==> config.mk <==
export PLATFORM = sky130hd
export DESIGN_NAME = lcd_hsync_gen
export DESIGN_NICKNAME = d
export VERILOG_FILES = /design/src/rtl/lcd_hsync_pkg.sv /design/src/rtl/lcd_hsync_dp.sv /design/src/rtl/lcd_hsync_ctl.sv /design/src/rtl/lcd_hsync_gen.sv
export SDC_FILE = /design/constraint.sdc
export NUM_CORES = 1
export LEC_CHECK = 0
export CORE_UTILIZATION = 50
export DETAILED_ROUTE_END_ITERATION = 8
export PLACE_DENSITY = 0.8
export SYNTH_ARGS = -nofsm -noshare
export SYNTH_HDL_FRONTEND = slang
export SYNTH_SLANG_ARGS = --single-unit
==> constraint.sdc <==
create_clock -name clk -period 3.8 [get_ports clk]
set_input_delay 0.38 -clock clk [delete_from_list [all_inputs] [get_ports clk]]
set_output_delay 0.38 -clock clk [all_outputs]
set_load 0.02 [all_outputs]
==> src/rtl/lcd_hsync_pkg.sv <==
package lcd_hsync_pkg;

  // Strobes issued by the control each dot, consumed by the datapath.
  typedef struct packed {
    logic lineWrap;   // last dot of the line: restart count, load shadow
    logic syncSet;    // the next dot is the first dot of the pulse
    logic syncClr;    // the next dot is past the pulse, or the line restarts
  } hsync_strobe_t;

endpackage

==> src/rtl/lcd_hsync_dp.sv <==
module lcd_hsync_dp
  import lcd_hsync_pkg::*;
#(
  parameter int WID_W = 4,
  parameter int POS_W = 8,
  parameter int REG_W = 16,
  parameter int DOT_W = 13,
  parameter logic [WID_W-1:0] RST_WID = '0,
  parameter logic [POS_W-1:0] RST_POS = '0
) (
  input  logic             clk,
  input  logic             rstN,
  input  logic             wrEn,
  input  logic [REG_W-1:0] wrData,
  input  hsync_strobe_t    strobe,
  output logic [REG_W-1:0] rdData,
  output logic [WID_W-1:0] actWid,
  output logic [POS_W-1:0] actPos,
  output logic [DOT_W-1:0] dotCnt,
  output logic             syncActive
);

  localparam int RSV_W = REG_W - WID_W - POS_W;
  localparam logic [REG_W-1:0] FIELD_MASK = {{WID_W{1'b1}}, {RSV_W{1'b0}}, {POS_W{1'b1}}};
  localparam logic [REG_W-1:0] RESET_VAL  = {RST_WID, {RSV_W{1'b0}}, RST_POS};

  logic [REG_W-1:0] shadowReg;
  logic [REG_W-1:0] activeReg;

  // Writes land in the shadow copy; the reserved bits never store anything.
  always_ff @(posedge clk) begin
    if (!rstN) begin
      shadowReg <= RESET_VAL;
    end else if (wrEn) begin
      shadowReg <= wrData & FIELD_MASK;
    end
  end

  // The active copy changes only at a line boundary.
  always_ff @(posedge clk) begin
    if (!rstN) begin
      activeReg <= RESET_VAL;
    end else if (strobe.lineWrap) begin
      activeReg <= shadowReg;
    end
  end

  // Dot counter, 0-based within the line.
  always_ff @(posedge clk) begin
    if (!rstN) begin
      dotCnt <= '0;
    end else if (strobe.lineWrap) begin
      dotCnt <= '0;
    end else begin
      dotCnt <= dotCnt + DOT_W'(1);
    end
  end

  // Pulse state, aligned with the dot counter.
  always_ff @(posedge clk) begin
    if (!rstN) begin
      syncActive <= 1'b0;
    end else if (strobe.syncClr) begin
      syncActive <= 1'b0;
    end else if (strobe.syncSet) begin
      syncActive <= 1'b1;
    end
  end

  assign rdData = shadowReg;
  assign actWid = activeReg[REG_W-1 -: WID_W];
  assign actPos = activeReg[POS_W-1:0];

endmodule

==> src/rtl/lcd_hsync_ctl.sv <==
module lcd_hsync_ctl
  import lcd_hsync_pkg::*;
#(
  parameter int WID_W     = 4,
  parameter int POS_W     = 8,
  parameter int CNT_W     = 8,
  parameter int CHAR_LOG2 = 3,
  parameter int DOT_W     = 13
) (
  input  logic [DOT_W-1:0] dotCnt,
  input  logic [WID_W-1:0] actWid,
  input  logic [POS_W-1:0] actPos,
  input  logic [CNT_W-1:0] lineTotal,
  input  logic [CNT_W-1:0] dispWidth,
  input  logic             syncActive,
  output hsync_strobe_t    strobe,
  output logic             cfgErr,
  output logic             lineClkOut,
  output logic             hsyncOut
);

  logic [DOT_W-1:0] lineLast;
  logic [DOT_W-1:0] nextDot;
  logic [DOT_W-1:0] startDot;
  logic [DOT_W-1:0] stopDot;
  logic [DOT_W-1:0] reachChars;
  logic [DOT_W-1:0] minPos;
  logic             totalBad;
  logic             posBad;

  // Window limits on the 0-based dot count.
  always_comb begin
    lineLast = ((DOT_W'(lineTotal) + DOT_W'(1)) << CHAR_LOG2) - DOT_W'(1);
    startDot = ((DOT_W'(actPos) + DOT_W'(1)) << CHAR_LOG2) - DOT_W'(1);
    stopDot  = startDot + ((DOT_W'(actWid) + DOT_W'(1)) << CHAR_LOG2);
  end

  always_comb begin
    strobe.lineWrap = (dotCnt >= lineLast);
    nextDot         = strobe.lineWrap ? '0 : dotCnt + DOT_W'(1);
    strobe.syncSet  = !strobe.lineWrap && (nextDot == startDot);
    strobe.syncClr  = strobe.lineWrap || (nextDot == stopDot);
  end

  // Legality of the active setting against the line inputs.
  always_comb begin
    reachChars = DOT_W'(actPos) + DOT_W'(actWid) + DOT_W'(1);
    minPos     = DOT_W'(dispWidth) + DOT_W'(1);
    totalBad   = DOT_W'(lineTotal) < reachChars;
    posBad     = DOT_W'(actPos) < minPos;
    cfgErr     = totalBad || posBad;
  end

  assign hsyncOut   = syncActive && !cfgErr;
  assign lineClkOut = syncActive && !cfgErr;

endmodule

==> src/rtl/lcd_hsync_gen.sv <==
module lcd_hsync_gen
  import lcd_hsync_pkg::*;
#(
  parameter int WID_W     = 4,
  parameter int POS_W     = 8,
  parameter int CNT_W     = 8,
  parameter int CHAR_LOG2 = 3,
  parameter int REG_W     = 16,
  parameter logic [WID_W-1:0] RST_WID = 4'h0,
  parameter logic [POS_W-1:0] RST_POS = 8'h50
) (
  input  logic             clk,
  input  logic             rstN,
  input  logic             regWrEn,
  input  logic [REG_W-1:0] regWrData,
  output logic [REG_W-1:0] regRdData,
  input  logic [CNT_W-1:0] lineTotal,
  input  logic [CNT_W-1:0] dispWidth,
  output logic             lineClk,
  output logic             hsync,
  output logic             cfgError
);

  localparam int WIDEST = (CNT_W > POS_W) ? CNT_W : POS_W;
  localparam int DOT_W  = WIDEST + CHAR_LOG2 + 2;

  hsync_strobe_t    strobe;
  logic [WID_W-1:0] actWid;
  logic [POS_W-1:0] actPos;
  logic [DOT_W-1:0] dotCnt;
  logic             syncActive;

  lcd_hsync_dp #(
    .WID_W(WID_W), .POS_W(POS_W), .REG_W(REG_W), .DOT_W(DOT_W),
    .RST_WID(RST_WID), .RST_POS(RST_POS)
  ) u_dp (
    .clk(clk), .rstN(rstN), .wrEn(regWrEn), .wrData(regWrData),
    .strobe(strobe), .rdData(regRdData), .actWid(actWid), .actPos(actPos),
    .dotCnt(dotCnt), .syncActive(syncActive)
  );

  lcd_hsync_ctl #(
    .WID_W(WID_W), .POS_W(POS_W), .CNT_W(CNT_W),
    .CHAR_LOG2(CHAR_LOG2), .DOT_W(DOT_W)
  ) u_ctl (
    .dotCnt(dotCnt), .actWid(actWid), .actPos(actPos),
    .lineTotal(lineTotal), .dispWidth(dispWidth), .syncActive(syncActive),
    .strobe(strobe), .cfgErr(cfgError), .lineClkOut(lineClk), .hsyncOut(hsync)
  );

endmodule

==> out/qor.yml <==
outcome:
  status: "complete, no violations"
power_and_ir_drop:
  finalPower_mw: 1.01
  leakage_nw: 2.06
  powerDensity_mw_per_mm2: 214
  peakVddDrop_uv: 171
clocking:
  cts_buffers: 5
  clock-root-buffer: "clkbuf_8"
  clock_tree.buffer_depth: 2
  cts_tree: "yes"
  cts_sinks: 38
  htree_levels: 2
  clock_latency_ps: 300
  ctsHoldBuffers: 0
  clk_pin_slew_ps: 80
synth:
  yosys.cell_types.count: 66
  synth_cells: 458
  ys.flop_type: "dfxtp_1"
  synth_area_leaders: "dfxtp_1 (21%), ha_1 (13%), xnor2_1 (9.1%), nand2_1 (5.4%), xor2_1 (5.3%)"
  synth-edff-count: 0
  synth.avg_cell_area_um2: 8.00
  synth_top_area_share_pct: 20.8
  synth_area_mm2: 0.00366
  postSynth.asyncResetShare_pct: 0
  ys_ff_latch: 38
  ys_warn_count: 0
  synth_top_cell_by_area: "dfxtp_1"
  yosysSeqAreaShare_pct: 20.8
place:
  port_buffers: 45
  dp_hpwl_um: 6810
  gp_congestion: 0.950
  dp_cells: 620
layout:
  fillers: 531
  mostFrequentLayoutCell: "nand2_1"
  drive_gt1_share_pct: 18.8
  multiInputGateArea_mm2: 0.00288
  n_antenna_cell: 0
  num-nets-final: 613
  regArea_um2: 762
  area.growth.synth_to_final_pct: 29.5
  final_cell_mix: "nand2_1 (51), buf_4 (47), nor2_1 (42), clkdlybuf4s50_1 (39)"
  final_cells: 634
hold_path:
  worstHoldPathType: "reg2reg"
global_route:
  grt_pass1_vias: 3369
  grt_max_degree: 21
  antenna_found_initial: 0
  grt.overflow.total: 0
  grtUsageTotal_pct: 24.5
  grt_pass1_wl_um: 14700
worst_setup_path:
  arrival_ps: 3340
  critical_path_class: "reg2out"
  required_ps: 3420
  cp-start-kind: "register"
  cp_max_fo: 3
  endpoint_kind: "output pin"
floorplan:
  fp.dieH_um: 87.6
  dieWidth_um: 87.6
  num_rows: 30
  start_util_pct: 52.8
  core-area_mm2: 0.00694
  boundaryPins: 54
  die_area_mm2: 0.00767
routing:
  wl_per_cell_um: 14.5
  drtIter0Drc: 184
  antenna_left: 0
  dr.pass1.iters: 6
  drc: 0
  vias: 3539
  viasPerCell: 5.58
  drt-total-wl_um: 9210
timing:
  drv_slew: 0
  setup-violations-final: 0
  finClkSkew_ps: 8.01
  hold_viol: 0
  worst_pin_slew_ps: 663
  period_minus_slack_ps: 3720
  max_slew_margin_pct: 55.6
  timing.final.crit_share_pct: 97.9
  fin_setup_tns_ps: 0
  whs_ps: 479
  fmaxAchievable_mhz: 269
flow_run:
  drv_cap: 0
==> worst max-delay path, stage by stage (launching register included) <==
cell and delay [ps]:
dfxtp_1 320, ha_2 200, fa_2 350, a21o_1 160, a21oi_1 140, buf_4 160
xnor2_2 120, nand4_1 210, nor3_2 230, nand2b_4 170, ha_1 210, o21ai_0 150
a21oi_1 60, o22a_1 200, and3_1 190, buf_2 160
==> cells in the mapped netlist (all sizes together) (10+ instances only) <==
cell type	number
mux2i	12
xnor2	43
inv	12
ha	39
a21oi	32
nor3	10
dfxtp	38
o21ai	18
nand3	21
buf	13
xor2	22
nor2	46
clkbuf	10
nand2	54
==> routing by layer <==
metal  vias to the layer above  GRT usage (%)  wire, um
met4                         0           8.35       221
met1                      1634           29.1      3980
met5                         -              0         0
li1                       1773              -         -
met3                        24           4.81       407
met2                       108           44.0      4610
==> cell families after synthesis <==
kind of cell	synth area share, %
and+or+nand+nor	23.3
AOI/OAI and AO/OA	16.4
xor gates and xnor gates	16.9
adders and majority gates	14.4
DFF	20.8
buffers and inverters	4.95
muxes	3.28
other	0.102
==> flip-flops by register name, summed over array words and instances (netlist names) <==
signal	flops
u_dp.activeReg	12
u_dp.syncActive	1
u_dp.dotCnt	13
u_dp.rdData	12
==> what timing repair did <==
action                                  CTS  global route
endpoints found under the hold margin     0             0
endpoints found under the setup margin    4             5
setup buffers                             4             2
gates resized for setup                  22            28
pin swaps                                 4             9
gates cloned                              0             0
==> per-stage QoR <==
stage               util, %  worst slack, ps  cell area (um^2)
floorplan                 -             2.59              3670
global placement       63.6             -354              4420
detailed placement     63.6             -566              4420
CTS                    66.8            0.245              4640
global route           68.3             -156              4740
finish                 68.3             80.4              4740
==> final cells by class <==
class	count	share of cell area [%]
repair buffers	92	16.8
clock buffers	5	1.45
well taps	96	2.53
flip-flops and latches	38	16.1
clock inverters	3	1.45
multi-input cells	388	60.8
inverters	12	0.949
==> path summary, 6_finish.rpt <==
check	from	to	slack, ps	cells past startpoint
worst max-delay path	u_dp.activeReg[12]	lineClk	80	15
worst min-delay path	u_dp.rdData[3]	u_dp.activeReg[3]	480	2
worst max register to register	u_dp.activeReg[1]	u_dp.syncActive	290	15
worst min register to register	u_dp.rdData[3]	u_dp.activeReg[3]	480	2
==> power breakdown <==
part           leakage (nW)  switching (mW)  internal (mW)
Combinational          1.68          0.0837         0.0927
Clock                0.0683           0.157          0.263
Sequential            0.310         0.00982          0.408
Total                  2.06           0.250          0.764
(Power assumes the default switching activity.)
